--- config.mk ---
export PLATFORM = sky130hd
export DESIGN_NAME = npc_unit
export DESIGN_NICKNAME = d
export VERILOG_FILES = /design/src/rtl/npc_pkg.sv /design/src/rtl/npc_decode.sv /design/src/rtl/npc_target.sv /design/src/rtl/npc_unit.sv
export SDC_FILE = /design/constraint.sdc
export NUM_CORES = 1
export LEC_CHECK = 0
export ABC_AREA = 1
export BUFFER_PORTS_ARGS = -buffer_cell sky130_fd_sc_hd__buf_4
export CAP_MARGIN = 10
export CORE_AREA = 3 3 151 153
export CTS_BUF_LIST = sky130_fd_sc_hd__clkbuf_4
export DETAILED_ROUTE_END_ITERATION = 12
export DIE_AREA = 0 0 154 156
export SYNTH_ARGS = -nofsm -noshare
export SYNTH_HDL_FRONTEND = slang
export SYNTH_SLANG_ARGS = --single-unit
--- constraint.sdc ---
create_clock -name clk -period 3.2 [get_ports clk]
set_input_delay 0.32 -clock clk [delete_from_list [all_inputs] [get_ports clk]]
set_output_delay 0.32 -clock clk [all_outputs]
set_load 0.05 [all_outputs]
--- src/rtl/npc_pkg.sv ---
package npc_pkg;
  localparam int OPC_W = 6;
  localparam int FN_W  = 6;

  localparam logic [OPC_W-1:0] OPC_SPECIAL = 6'd0;
  localparam logic [OPC_W-1:0] OPC_JUMP    = 6'd2;
  localparam logic [OPC_W-1:0] OPC_CALL    = 6'd3;
  localparam logic [OPC_W-1:0] OPC_BR_EQ   = 6'd4;
  localparam logic [OPC_W-1:0] OPC_BR_NE   = 6'd5;
  localparam logic [FN_W-1:0]  FN_REGJUMP  = 6'd8;

  typedef enum logic [1:0] {
    SEL_SEQ = 2'd0,
    SEL_BR  = 2'd1,
    SEL_JMP = 2'd2,
    SEL_REG = 2'd3
  } npc_sel_e;
endpackage

--- src/rtl/npc_decode.sv ---
module npc_decode
  import npc_pkg::*;
(
  input  logic [31:0] instr_i,
  input  logic        ops_equal_i,
  output npc_sel_e    sel_o,
  output logic        link_o
);
  logic [OPC_W-1:0] opc;
  logic [FN_W-1:0]  fn;

  assign opc = instr_i[31:26];
  assign fn  = instr_i[FN_W-1:0];

  always_comb begin
    sel_o  = SEL_SEQ;
    link_o = 1'b0;
    unique case (opc)
      OPC_BR_EQ:   if (ops_equal_i)  sel_o = SEL_BR;
      OPC_BR_NE:   if (!ops_equal_i) sel_o = SEL_BR;
      OPC_JUMP:    sel_o = SEL_JMP;
      OPC_CALL: begin
        sel_o  = SEL_JMP;
        link_o = 1'b1;
      end
      OPC_SPECIAL: if (fn == FN_REGJUMP) sel_o = SEL_REG;
      default:     sel_o = SEL_SEQ;
    endcase
  end
endmodule

--- src/rtl/npc_target.sv ---
module npc_target #(
  parameter int ADDR_W    = 32,
  parameter int ALIGN_W   = 2,
  parameter int OFF_W     = 16,
  parameter int JIDX_W    = 26
) (
  input  logic [ADDR_W-1:0] pc_i,
  input  logic [31:0]       instr_i,
  input  logic [ADDR_W-1:0] rs_val_i,
  output logic [ADDR_W-1:0] seq_o,
  output logic [ADDR_W-1:0] br_o,
  output logic [ADDR_W-1:0] jmp_o,
  output logic [ADDR_W-1:0] reg_o
);
  localparam int WORD_BYTES = 1 << ALIGN_W;
  localparam int SEXT_W     = ADDR_W - OFF_W - ALIGN_W;
  localparam int REGION_LO  = JIDX_W + ALIGN_W;

  logic [ADDR_W-1:0] pc_al;
  logic [ADDR_W-1:0] off_bytes;
  logic [OFF_W-1:0]  off_f;

  assign pc_al     = {pc_i[ADDR_W-1:ALIGN_W], {ALIGN_W{1'b0}}};
  assign off_f     = instr_i[OFF_W-1:0];
  assign off_bytes = {{SEXT_W{off_f[OFF_W-1]}}, off_f, {ALIGN_W{1'b0}}};

  assign seq_o = pc_al + ADDR_W'(WORD_BYTES);
  assign br_o  = seq_o + off_bytes;
  assign reg_o = {rs_val_i[ADDR_W-1:ALIGN_W], {ALIGN_W{1'b0}}};

  generate
    if (ADDR_W > REGION_LO) begin : g_region
      assign jmp_o = {seq_o[ADDR_W-1:REGION_LO], instr_i[JIDX_W-1:0], {ALIGN_W{1'b0}}};
    end else begin : g_flat
      assign jmp_o = ADDR_W'({instr_i[JIDX_W-1:0], {ALIGN_W{1'b0}}});
    end
  endgenerate
endmodule

--- src/rtl/npc_unit.sv ---
module npc_unit #(
  parameter int          ADDR_W   = 32,
  parameter logic [31:0] RESET_PC = 32'h0000_0000
) (
  input  logic              clk,
  input  logic              rst,
  input  logic [ADDR_W-1:0] pc_i,
  input  logic [31:0]       instr_i,
  input  logic              ops_equal_i,
  input  logic [ADDR_W-1:0] rs_val_i,
  output logic [ADDR_W-1:0] nxt_pc_q,
  output logic [ADDR_W-1:0] link_val_q,
  output logic              link_wr_q
);
  import npc_pkg::*;

  npc_sel_e          sel;
  logic              link;
  logic [ADDR_W-1:0] t_seq, t_br, t_jmp, t_reg;
  logic [ADDR_W-1:0] nxt_d;

  npc_decode u_dec (
    .instr_i     (instr_i),
    .ops_equal_i (ops_equal_i),
    .sel_o       (sel),
    .link_o      (link)
  );

  npc_target #(.ADDR_W(ADDR_W)) u_tgt (
    .pc_i     (pc_i),
    .instr_i  (instr_i),
    .rs_val_i (rs_val_i),
    .seq_o    (t_seq),
    .br_o     (t_br),
    .jmp_o    (t_jmp),
    .reg_o    (t_reg)
  );

  always_comb begin
    unique case (sel)
      SEL_BR:  nxt_d = t_br;
      SEL_JMP: nxt_d = t_jmp;
      SEL_REG: nxt_d = t_reg;
      default: nxt_d = t_seq;
    endcase
  end

  always_ff @(posedge clk) begin
    if (rst) begin
      nxt_pc_q   <= ADDR_W'(RESET_PC);
      link_val_q <= '0;
      link_wr_q  <= 1'b0;
    end else begin
      nxt_pc_q   <= nxt_d;
      link_val_q <= link ? t_seq : '0;
      link_wr_q  <= link;
    end
  end
endmodule

## Yosys cells after proc, flatten, opt, wreduce, memory -nomap -nowiden

Cells that the tools add are included.
Widths: inputs -> output; s select.

- Logic and storage cells: 23
- Register bits: 65
- Output and inout bits: 65
- Input port bits: 99

- Equal/unequal tests: 8
- Muxes and demuxes: 6
- Bitwise logic cells: 1
- Reductions and logical operators: 3
- $add $sub $neg: 2

Operators by type and width:

| kind | number |
|---|---|
| $pmux 32 s3 | 1 |
| $add 32x3->32 const B | 1 |
| $add 32x32->32 | 1 |
| $eq 6x2->1 const B | 2 |
| $eq 6x3->1 const B | 2 |
| $pmux 2 s4 | 1 |
| $eq 6x4->1 const B | 1 |
| $logic_not 6->1 | 1 |
| $eq 2x2->1 const B | 2 |
| $reduce_or 2->1 | 2 |
| $mux 1 | 3 |
| $eq 2x1->1 const B | 1 |
| $mux 2 | 1 |
| $not 1->1 | 1 |

## Logic depth before layout (Yosys ltp)

Gate-level depths: netlist (run 1).

- Depth after elaboration: 5
- Mapped depth: 22
- Depth with buffers taken out: 22

## Modules after synthesis

Synthesis (run 1) repeated with hierarchy kept, for this count alone.

- Cells, all modules: 1,026
- Area, all modules: 6,190.9 µm²

Modules (own cells, without submodules):

| module | instances | seq. area each (µm²) | area an instance (µm²) | cells an instance |
|---|---|---|---|---|
| npc_target | 1 | 0.0 | 3,180.6 | 576 |
| npc_unit | 1 | 1,301.2 | 2,894.0 | 422 |
| npc_decode | 1 | 0.0 | 116.4 | 28 |

## Worst setup path after synthesis (run 1)

No wires, ideal clock.

- Path kind: input -> register
- Start: input pc_i[2]
- End: register nxt_pc_q[31]
- Stages: 20
- Data required time: 3.081 ns
- Slack: 0.785 ns
- Buffers on the path: 0
- Setup time: 0.119 ns
- Data arrival time: 2.295 ns
- Path through: ha_1 -> nand2_1 -> inv_1 -> nand3_1 -> nor2_1 -> nand3_1 -> xor2_1 -> inv_2 -> ha_1 -> nand2_1 -> nor2_1 -> nand2_1 -> nand2_1 -> nand2_1 -> nand2_1 -> inv_1 -> nand2_1 -> nand2_1 -> nand3_1 -> a21oi_1

- Cells in the longest elaborated chain, start to end: 3

RTL lines:

| element | line | text |
|---|---|---|
| start, declared | npc_unit.sv:7 | `input logic [ADDR_W-1:0] pc_i,` |
| $add 32x3->32 | npc_target.sv:27 | `assign seq_o = pc_al + ADDR_W'(WORD_BYTES);` |
| named net t_seq[20] | npc_unit.sv:19 | `logic [ADDR_W-1:0] t_seq, t_br, t_jmp, t_reg;` |
| $add 32x32->32 | npc_target.sv:28 | `assign br_o = seq_o + off_bytes;` |
| $pmux 32 s3 | npc_unit.sv:40 | `unique case (sel)` |
| end signal, assigned | npc_unit.sv:50 | `nxt_pc_q <= ADDR_W'(RESET_PC);` |
| end signal, assigned | npc_unit.sv:54 | `nxt_pc_q <= nxt_d;` |
| end, declared | npc_unit.sv:11 | `output logic [ADDR_W-1:0] nxt_pc_q,` |

The timed path passes the listed nets, and every way through them passes these cells.
A chain may end at the register's enable or synchronous reset.

## Worst setup path after layout (run 1)

Ends and elaborated chain as after synthesis.

==> summary.md, run 1 <==
| Metric | Value |
|---|---|
| Status | completed |
| CTS resizes | 0 |
| Setup Fix Bufs, Post-CTS | 0 |
| Max_cap viols | 0 |
| # H-tree levels | 3 |
| Setup TNS | 0 ns |
| Pwr/cell area | 316.9 nW/µm² |
| First-iteration detailed-routing DRC count | 336 |
| FMAX | 369.6 MHz |
| Initial Utilization | 24.77% |
| Crit end category | flop |
| Clock share of power | 28.5% |
| Area leader, netlist | dfxtp_1 |
| Initial antenna violation count | 1 |
| Pre-CTS setup slack | 0.1256 ns |
| Total core area | 21690 µm² |
| Synth-to-Final Area Change | 35.14% |
| Post-synthesis sequential area ratio | 22.73% |
| Vias | 6253 |
| WS Path Type | in -> reg |
| Clk sinks | 61 |
| Total Nets Final | 1219 |
| Worst Path Required | 3.53 ns |
| DP HPWL | 17.47 mm |
| DRC violations left | 0 |
| GR Overflow Total | 0 |
| Hold depth | 2 |
| Slew @ Worst Pin | 0.6130 ns |
| Ys Warns | 0 |
| Die width | 154 µm |
| Leakage power | 3.829 nW |
| Netlist cell types | 44 |
| Rows | 54 |
| Post-synthesis cell area | 5373 µm² |
| IO Count | 164 |
| Final Max Tran Viols | 0 |
| Final Hold Viols | 0 |
| Worst-path maximum fanout | 5 |
| Net Switching | 866.2 µW |
| Mux cell area share after synthesis | 0% |
| Post-synthesis cell count | 893 |
| Final setup viols | 0 |
| Worst setup margin | 0.4945 ns |
| First-pass GRT wire length | 32.13 mm |
| Post-route ant nets | 0 |
| Die H | 156 µm |
| RSZ-0062 raised after global routing | false |
| Logic pwr share | 37.0% |
| Synth Area in Adders | 8.291% |
| Endpoint, Worst Hold | link_val_q[2]$_SDFF_PP0_ |
| Maximum clock path buffer count | 2 |
| EDFF count, synth | 0 |
| Tcrit/Tclk final | 84.55% |
| Xor/xnor share of the synthesized area | 4.728% |
| Synth Area per Inst | 6.016 µm² |
| Finished Core Util | 33.48% |
| GRT Util Overall | 17.10% |
| Max_slew headroom | 59.09% |
| Vias per inst | 4.561 |
| Worst hold path class | in -> reg |
| Layout cell share with drive strength beyond 1 | 23.21% |
| Post-Route WL | 20.74 mm |
| Largest net degree at the start of global routing | 32 |
| Internal | 1.435 mW |
| Post-synth top area share | 22.73% |
| DRT Pass-1 Iters | 5 |
| Simple logic cell fraction of the synthesized area | 40.96% |
| WL/cell | 15.12 µm |
| RD Place Congestion | 0.8843 |
| Startpoint Class | input pin |
| Top post-synthesis cells by area | dfxtp_1 (23%), nand2_1 (20%), inv_1 (8.5%), ha_1 (7.9%), nor2_1 (7.1%) |
| Critical Path AT | 3.03 ns |
| IO Port Bufs | 155 |
| Period minus WS final | 2.705 ns |
| Async SR Flop Fraction | 0% |
| Synth Area in Compound Gates | 11.81% |
| Vias in the first global route | 6157 |
| Beginning of the worst hold path | pc_i[2] |
| Hold bufs inserted after CTS | 0 |
| Die ar. | 24020 µm² |
| Number of synthesized register bits | 61 |
| Sw frac | 37.65% |
| Worst vdd rail ir drop | 212.8 µV |
| Sequential power share | 34.5% |
| Largest family of logic cells by synthesized area | simple AND/OR/NAND/NOR gates |
| Root Buffer | clkbuf_4 |
| FILL cells | 2405 |
| Prevailing post-synth register cell | dfxtp_1 |
| Clk slew on worst S/H paths | 0.11 ns |
| CTS tree | yes |
| CTS buffer count | 9 |
[power by group through the flow]
stage	clock (mW)	combinational (mW)	sequential, mW
2_1_floorplan	0	0.418	0.903
3_3_place_gp	0	0.843	0.812
3_5_place_dp	0	0.847	0.811
4_1_cts	0.676	0.850	0.794
5_1_grt	0.714	0.941	0.797
6_report	0.656	0.851	0.794
[worst max-delay path, cell delays in order]
cell and delay [ns]:
buf_4 0.10, ha_1 0.17, nand2_1 0.09, inv_1 0.10, nand3_1 0.10, nor2_1 0.25, nand3_1 0.13, xor2_1 0.30
inv_2 0.09, ha_1 0.36, nand2_1 0.15, nor2_1 0.24, nand2_1 0.09, nand2_1 0.08, nand2_1 0.05, nand2_1 0.07
inv_1 0.04, nand2_1 0.11, nand2_1 0.07, nand3_1 0.07, a21oi_1 0.06
[area by class of cell]
cell class / count / area [µm²] / area share, %
Multi-Input combinational cell: 683 / 3550 / 48.89
Sequential cell: 61 / 1221 / 16.82
Inverter: 134 / 503.0 / 6.927
Tap cell: 280 / 350.3 / 4.825
Clock buffer: 10 / 75.07 / 1.034
Timing Repair Buffer: 196 / 1471 / 20.27
Antenna cell: 1 / 2.502 / 0.03446
Clock inverter: 6 / 87.58 / 1.206
[placed cells by master, fill, tap and decap left out, drive strengths merged, types with 23 or more instances in the layout]
cell	n
inv	131
o21ai	30
ha	34
nand2	292
nor2	111
a21oi	43
buf	196
xor2	23
dfxtp	61
nand3	64
[flip-flops by register name (all words and copies together), names as in the netlist]
| signal | cells |
|---|---|
| link_val_q | 30 |
| link_wr_q | 1 |
| nxt_pc_q | 30 |
[cell families after synthesis]
logic type      count (synthesis)
buf+inv                       152
flops                          61
xor+xnor                       29
compound gates                110
simple gates                  505
other cells                     1
fa+ha+maj                      35
[layer usage]
layer,up-vias,GRT usage [%],part of all wire [%]
met5,-,0,0
li1,3211,-,-
met1,2835,21.97,45
met4,0,5.929,2.5
met2,178,29.08,47
met3,29,2.829,5.4
[stage by stage]
stage / instance area (µm²) / total power, mW / hold WS, ns / std cells
5_1_grt: 7261 / 2.452 / 0.01925 / 1371
2_1_floorplan: 5384 / 1.322 / 0.3894 / 896
3_3_place_gp: 7096 / 1.654 / 0.5076 / 1354
6_report: 7261 / 2.301 / 0.05914 / 1371
3_5_place_dp: 7096 / 1.658 / 0.5218 / 1354
4_1_cts: 7258 / 2.321 / 0.02080 / 1370
[Yosys cell counts (2+ instances only)]
master	number
o21bai_1	4
a31oi_1	11
xor2_1	23
nand3_1	60
nand2_1	286
nand3b_1	7
clkbuf_1	3
a21oi_1	42
nor2_1	101
a21o_1	4
buf_2	7
o21ai_0	23
nor3_2	3
buf_4	7
nand2_2	5
and2_1	3
nor2_2	7
dfxtp_1	61
or2_2	6
inv_1	122
a22oi_1	14
nor3_1	4
clkinv_1	3
xnor2_1	6
nor2_4	2
nand4_1	9
inv_2	9
o211ai_1	3
nor3b_1	2
o21ai_1	7
nand3_2	3
ha_1	34
[worst max-delay path by stage]
stage                         endpoint  slack (ns)     from  cells after the start
3_5_place_dp   nxt_pc_q[31]$_SDFF_PP0_        0.13  pc_i[2]                     21
5_1_grt        nxt_pc_q[29]$_SDFF_PP0_        0.28  pc_i[2]                     18
3_3_place_gp   nxt_pc_q[31]$_SDFF_PP0_        0.16  pc_i[2]                     21
4_1_cts        nxt_pc_q[31]$_SDFF_PP0_        0.59  pc_i[2]                     21
6_report       nxt_pc_q[31]$_SDFF_PP0_        0.49  pc_i[2]                     21
2_1_floorplan  nxt_pc_q[31]$_SDFF_PP0_        0.79  pc_i[2]                     20
No activity file was read; power rests on OpenSTA's default activity.
==> run 2: changes to the inputs <==
clock period = 2.4 ns   (was 3.2 ns; I/O delays follow)
==> summary.md, run 2 (synthesis results as in run 1) <==
| Metric | Value |
|---|---|
| Post-Route WL | 22.35 mm (+7.8%) |
| Clk sinks | 61 (unchanged) |
| Vias | 6773 (+8.3%) |
| Worst setup startpoint | pc_i[3] |
| Total core area | 21690 µm² (unchanged) |
| FMAX | 435.3 MHz |
| Die ar. | 24020 µm² (unchanged) |
| Clock share of power | 26.4% (-2.1 points) |
| Layout cell share with drive strength beyond 1 | 38.15% (+15 points) |
| Critical path's top delay family | simple AND/OR/NAND/NOR gates |
| Worst hold path class | in -> reg |
| GR Overflow Total | 0 (unchanged) |
| Period minus WS final | 2.297 ns |
| Sequential power share | 31.5% (-3.0 points) |
| CTS tree | yes |
| Maximum clock path buffer count | 2 (unchanged) |
| First-pass GRT wire length | 33.71 mm (+4.9%) |
| Max_slew headroom | 61.57% (+2.5 points) |
| Logic pwr share | 42.1% (+5.1 points) |
| Largest net degree at the start of global routing | 22 (-31%) |
| First-iteration detailed-routing DRC count | 365 (+8.6%) |
| Vias per inst | 4.515 (-1.0%) |
| Total Nets Final | 1348 (+11%) |
| Internal | 2.099 mW (+46%) |
| Synth-to-Final Area Change | 60.92% |
| Clk slew on worst S/H paths | 0.12 ns (about the same) |
| Die H | 156 µm (unchanged) |
| Sw frac | 37.66% (about the same) |
| Root Buffer | clkbuf_4 |
| Rows | 54 (unchanged) |
| Peak per-stage delay on the critical path | 0.35 ns (about the same) |
| DRT Pass-1 Iters | 5 (unchanged) |
| Fin Hold WS | 0.07805 ns (+0.01890 ns) |
| RD Place Congestion | 0.9358 (+5.8%) |
| RSZ-0062 raised after global routing | true |
| Final Hold Viols | 0 (unchanged) |
| CTS buffer count | 9 (unchanged) |
| DP HPWL | 18.88 mm (+8.1%) |
| Commonest non-fill, non-tap cells in the layout | buf_4 (323), nand2_1 (266), inv_1 (121) |
| IO Count | 164 (unchanged) |
| FILL cells | 2299 (-4.4%) |
| Pwr/cell area | 389.5 nW/µm² (+23%) |
| Buf/Inv on CP | 4 (unchanged) |
| Max_cap viols | 0 (unchanged) |
| Startpoint Class | input pin |
| WS Path Type | in -> reg |
| Worst setup margin | 0.1028 ns (-0.3917 ns) |
| Crit-path slowest cell | ha_1 |
| Worst vdd rail ir drop | 214.3 µV (+0.71%) |
| Vias in the first global route | 6490 (+5.4%) |
| Final setup viols | 0 (unchanged) |
| DRC violations left | 0 (unchanged) |
| Crit end category | flop |
| IO Port Bufs | 155 (unchanged) |
| Final Max Tran Viols | 0 (unchanged) |
| Worst Path Required | 2.74 ns (-0.79 ns) |
| WL/cell | 14.90 µm (-1.5%) |
| Beginning of the worst hold path | rs_val_i[6] |
| Worst-path maximum fanout | 4 (-1) |
| Finished Core Util | 39.86% (+6.4 points) |
| Cell area after placement | 8001 µm² (+13%) |
| Critical path, cell by cell | buf_4 > nand2_1 > nor2_4 > inv_1 > nor2_1 > buf_4 > nand2_1 > xor2_2 > inv_2 > ha_1 > nand2_1 > nor2_2 > and2_4 > and3_4 > nand2_1 > nand2_1 > nand2_1 > nand3_1 > a21oi_2 |
| Cell repeated most along the worst path | nand2_1 |
| Total power draw | 3.367 mW (+46%) |
| Initial Utilization | 24.77% (unchanged) |
| Net Switching | 1.268 mW (+46%) |
| Tcrit/Tclk final | 95.72% |
| Regs by FF count | link_val_q: 30 flops, nxt_pc_q: 30 flops, link_wr_q: 1 flops |
| Status | completed |
| Post-route ant nets | 0 (unchanged) |
| GRT Util Overall | 17.81% (+0.71 points) |
| # H-tree levels | 3 (unchanged) |
| Pre-CTS setup slack | -0.5178 ns (-0.6434 ns) |
| Fin area | 8646 µm² (+19%) |
| Critical Path AT | 2.63 ns (-0.40 ns) |
| Initial antenna violation count | 1 (unchanged) |
| Leakage power | 4.487 nW (+17%) |
| Commonest non-fill, non-tap cell in the layout | buf_4 |
| Slew @ Worst Pin | 0.5758 ns (-0.03723 ns) |
| Die width | 154 µm (unchanged) |
-- run 2: power by group through the flow --
stage / Sequential (mW) / Clock (mW) / Combinational, mW
after floorplan: 1.20 / 0 / 0.558
after global placement: 1.08 / 0 / 1.29
after detailed placement: 1.08 / 0 / 1.29
after CTS: 1.06 / 0.911 / 1.30
after global routing: 1.06 / 0.961 / 1.54
final: 1.06 / 0.889 / 1.42
-- run 2: per-layer routing --
| metal | track usage, % | up-vias | wire length (µm) |
|---|---|---|---|
| met5 | 0 | - | 0 |
| met4 | 5.088 | 0 | 460 |
| met3 | 2.607 | 30 | 1173 |
| met2 | 30.26 | 172 | 10690 |
| met1 | 23.54 | 3118 | 10030 |
| li1 | - | 3453 | - |
-- run 2: layout make-up --
| type | instances | area [µm²] | share of cell area [%] |
|---|---|---|---|
| timing repair buffer | 325 | 2455 | 28.39 |
| clock inverter | 6 | 87.58 | 1.013 |
| multi-input combinational | 683 | 3951 | 45.70 |
| inverter | 134 | 503.0 | 5.818 |
| antenna | 1 | 2.502 | 0.02894 |
| sequential | 61 | 1221 | 14.12 |
| tap | 280 | 350.3 | 4.052 |
| clock buffer | 10 | 75.07 | 0.8683 |
-- run 2: worst min-delay path, delay by kind of cell --
family / cells / cell delay (ns)
compound gates: 2 / 0.18
buf+inv: 1 / 0.08
-- run 2: timing repair --
item,4_1_cts,5_1_grt
resized for setup,3,95
setup buffers,0,9
hold buffers,1,0
pin swaps,0,18
endpoints found under the hold margin,1,0
endpoints found under the setup margin,3,23
-- run 2: worst paths after layout --
check | to | slack [ns] | cells after the start
worst max-delay path | nxt_pc_q[31]$_SDFF_PP0_ | 0.10 | 19
worst min-delay path | nxt_pc_q[6]$_SDFF_PP0_ | 0.08 | 3
-- run 2: per-stage QoR --
stage	std cells	setup TNS (ns)
CTS	1490	0
detailed placement	1473	-9.464
global route	1500	-0.1050
global placement	1473	-9.055
floorplan	896	0
finish	1500	0
==> run 3: changes to the inputs <==
CORE_AREA = 3 3 159 146   (was 3 3 151 153)
DIE_AREA = 0 0 162 149   (was 0 0 154 156)
==> summary.md, run 3 (synthesis results as in run 1) <==
| Metric | Value |
|---|---|
| First-iteration detailed-routing DRC count | 385 (+5.5%) |
| Status | completed |
| Commonest non-fill, non-tap cell in the layout | buf_4 |
| Sw frac | 37.90% (+0.25 points) |
| Total Nets Final | 1344 (-0.30%) |
| Largest net degree at the start of global routing | 25 (+14%) |
| # H-tree levels | 3 (unchanged) |
| Worst hold path class | in -> reg |
| IO Port Bufs | 155 (unchanged) |
| DRC violations left | 0 (unchanged) |
| Finished Core Util | 41.07% (+1.2 points) |
| Logic pwr share | 43.0% (+0.9 points) |
| Max_slew headroom | 63.98% (+2.4 points) |
| Worst Path Required | 2.79 ns (+0.05 ns) |
| Clk sinks | 61 (unchanged) |
| Commonest non-fill, non-tap cells in the layout | buf_4 (319), nand2_1 (256), inv_1 (116) |
| Beginning of the worst hold path | rs_val_i[6] |
| Vias per inst | 4.465 (-1.1%) |
| Maximum clock path buffer count | 2 (unchanged) |
| Hold depth | 3 (unchanged) |
| Clock share of power | 26.0% (-0.4 points) |
| DRT Pass-1 Iters | 5 (unchanged) |
| Critical Path AT | 2.76 ns (+0.13 ns) |
| Sequential power share | 31.0% (-0.5 points) |
| Fin Hold WS | 0.05327 ns (-0.02478 ns) |
| Clk slew on worst S/H paths | 0.14 ns (+0.02 ns) |
| Root Buffer | clkbuf_4 |
| Placed cell count | 1481 (+0.54%) |
| Die width | 162 µm (+5.2%) |
| FMAX | 423.4 MHz (-2.7%) |
| Post-route ant nets | 0 (unchanged) |
| Startpoint Class | input pin |
| First-pass GRT wire length | 34.62 mm (+2.7%) |
| Fin area | 8857 µm² (+2.4%) |
| Period minus WS final | 2.362 ns (+0.06445 ns) |
| DP HPWL | 18.72 mm (-0.83%) |
| Total core area | 21570 µm² (-0.55%) |
| Regs by FF count | link_val_q: 30 flops, nxt_pc_q: 30 flops, link_wr_q: 1 flops |
| Rows | 51 (-5.6%) |
| CTS buffer count | 9 (unchanged) |
| Tcrit/Tclk final | 98.40% (+2.7 points) |
| Post-Route WL | 22.58 mm (+1.0%) |
| WS Path Type | in -> reg |
| Pwr/cell area | 385.7 nW/µm² (-0.97%) |
| Cell area after placement | 7993 µm² (-0.11%) |
| Vias in the first global route | 6664 (+2.7%) |
| Final setup viols | 0 (unchanged) |
| Slew @ Worst Pin | 0.5370 ns (-0.03877 ns) |
| Endpoint, Worst Hold | nxt_pc_q[6]$_SDFF_PP0_ |
| GRT Util Overall | 18.33% (+0.52 points) |
| IO Count | 164 (unchanged) |
| CTS tree | yes |
| Net Switching | 1.295 mW (+2.1%) |
| Final Max Tran Viols | 0 (unchanged) |
| Layout cell share with drive strength beyond 1 | 40.25% (+2.1 points) |
| GR Overflow Total | 0 (unchanged) |
| Synth-to-Final Area Change | 64.86% |
| Crit end category | flop |
| Total power draw | 3.416 mW (+1.5%) |
| Initial Utilization | 24.91% (+0.14 points) |
| WL/cell | 14.98 µm (+0.56%) |
| Die ar. | 24140 µm² (+0.47%) |
| Worst-path maximum fanout | 4 (unchanged) |
| Final Hold Viols | 0 (unchanged) |
| Leakage power | 4.500 nW (+0.28%) |
| Internal | 2.121 mW (+1.1%) |
| RD Place Congestion | 0.9156 (-2.2%) |
| Worst vdd rail ir drop | 269.6 µV (+26%) |
| Max_cap viols | 0 (unchanged) |
| Initial antenna violation count | 1 (unchanged) |
| Die H | 149 µm (-4.5%) |
| Fin cells | 1507 (+0.47%) |
| RSZ-0062 raised after global routing | true |
| Vias | 6729 (-0.65%) |
==> run 3: changes by cell type in the layout (fill, tap and decap cells not counted), sizes merged <==
cell / previous run / this run
buf: 324 / 320
clkinvlp: 0 / 2
clkbuf: 10 / 9
inv: 131 / 130
==> run 3: worst max path at each step <==
| stage | start | end | slack [ns] | cells after the start |
|---|---|---|---|---|
| finish | pc_i[4] | nxt_pc_q[30]$_SDFF_PP0_ | 0.04 | 18 |
| detailed placement | pc_i[2] | nxt_pc_q[25]$_SDFF_PP0_ | -0.68 | 17 |
| CTS | pc_i[2] | nxt_pc_q[25]$_SDFF_PP0_ | 0.01 | 18 |
| global placement | pc_i[2] | nxt_pc_q[25]$_SDFF_PP0_ | -0.66 | 17 |
| floorplan | pc_i[2] | nxt_pc_q[31]$_SDFF_PP0_ | 0.07 | 20 |
| global route | pc_i[4] | nxt_pc_q[30]$_SDFF_PP0_ | -0.07 | 18 |
==> run 3: cell type report <==
cell class / count / area, µm²
antenna: 1 / 2.502
multi-input combinational: 683 / 4180
timing repair buffer: 321 / 2425
clock inverter: 7 / 90.09
clock buffer: 9 / 67.56
inverter: 134 / 506.7
tap: 291 / 364.1
fill: 2324 / 12710
sequential: 61 / 1221
==> run 3: repair_timing <==
item,CTS,global route
hold buffers,1,0
endpoints found under the setup margin,6,21
pin swaps,1,35
endpoints found under the hold margin,1,0
gates resized for setup,6,123
buffers inserted,0,8
==> run 3: metrics by stage <==
| stage | setup WS [ns] | setup TNS [ns] |
|---|---|---|
| after floorplan | 0.06527 | 0 |
| final | 0.03838 | 0 |
| after CTS | 0.01012 | 0 |
| after global routing | -0.06644 | -0.2450 |
| after global placement | -0.6636 | -9.872 |
| after detailed placement | -0.6830 | -10.83 |
==> run 3: routing by layer <==
metal	wire (µm)	up-vias	global-route usage [%]
met3	1265	16	3.470
met4	263	0	4.861
met1	10600	3094	24.81
met5	0	-	0
met2	10460	180	30.02
li1	-	3439	-
==> run 3: power groups by stage <==
stage               sequential, mW  clock, mW  combinational (mW)
floorplan                     1.20          0               0.558
global placement              1.08          0                1.31
detailed placement            1.08          0                1.31
CTS                           1.06      0.909                1.33
global route                  1.06      0.943                1.61
finish                        1.06      0.888                1.47
==> run 3: worst max-delay path: stages <==
cell and delay [ns]:
buf_4 0.09, nand2_1 0.08, nor2_4 0.18, nand2_1 0.14
nor2_2 0.15, nand2_1 0.11, xor2_2 0.21, inv_2 0.07
ha_1 0.36, a21oi_1 0.26, o21ai_0 0.19, nand2_1 0.10
nand2_1 0.06, a21oi_2 0.15, nand2_1 0.07, nand2_1 0.06
nand3_1 0.10, a21oi_2 0.15
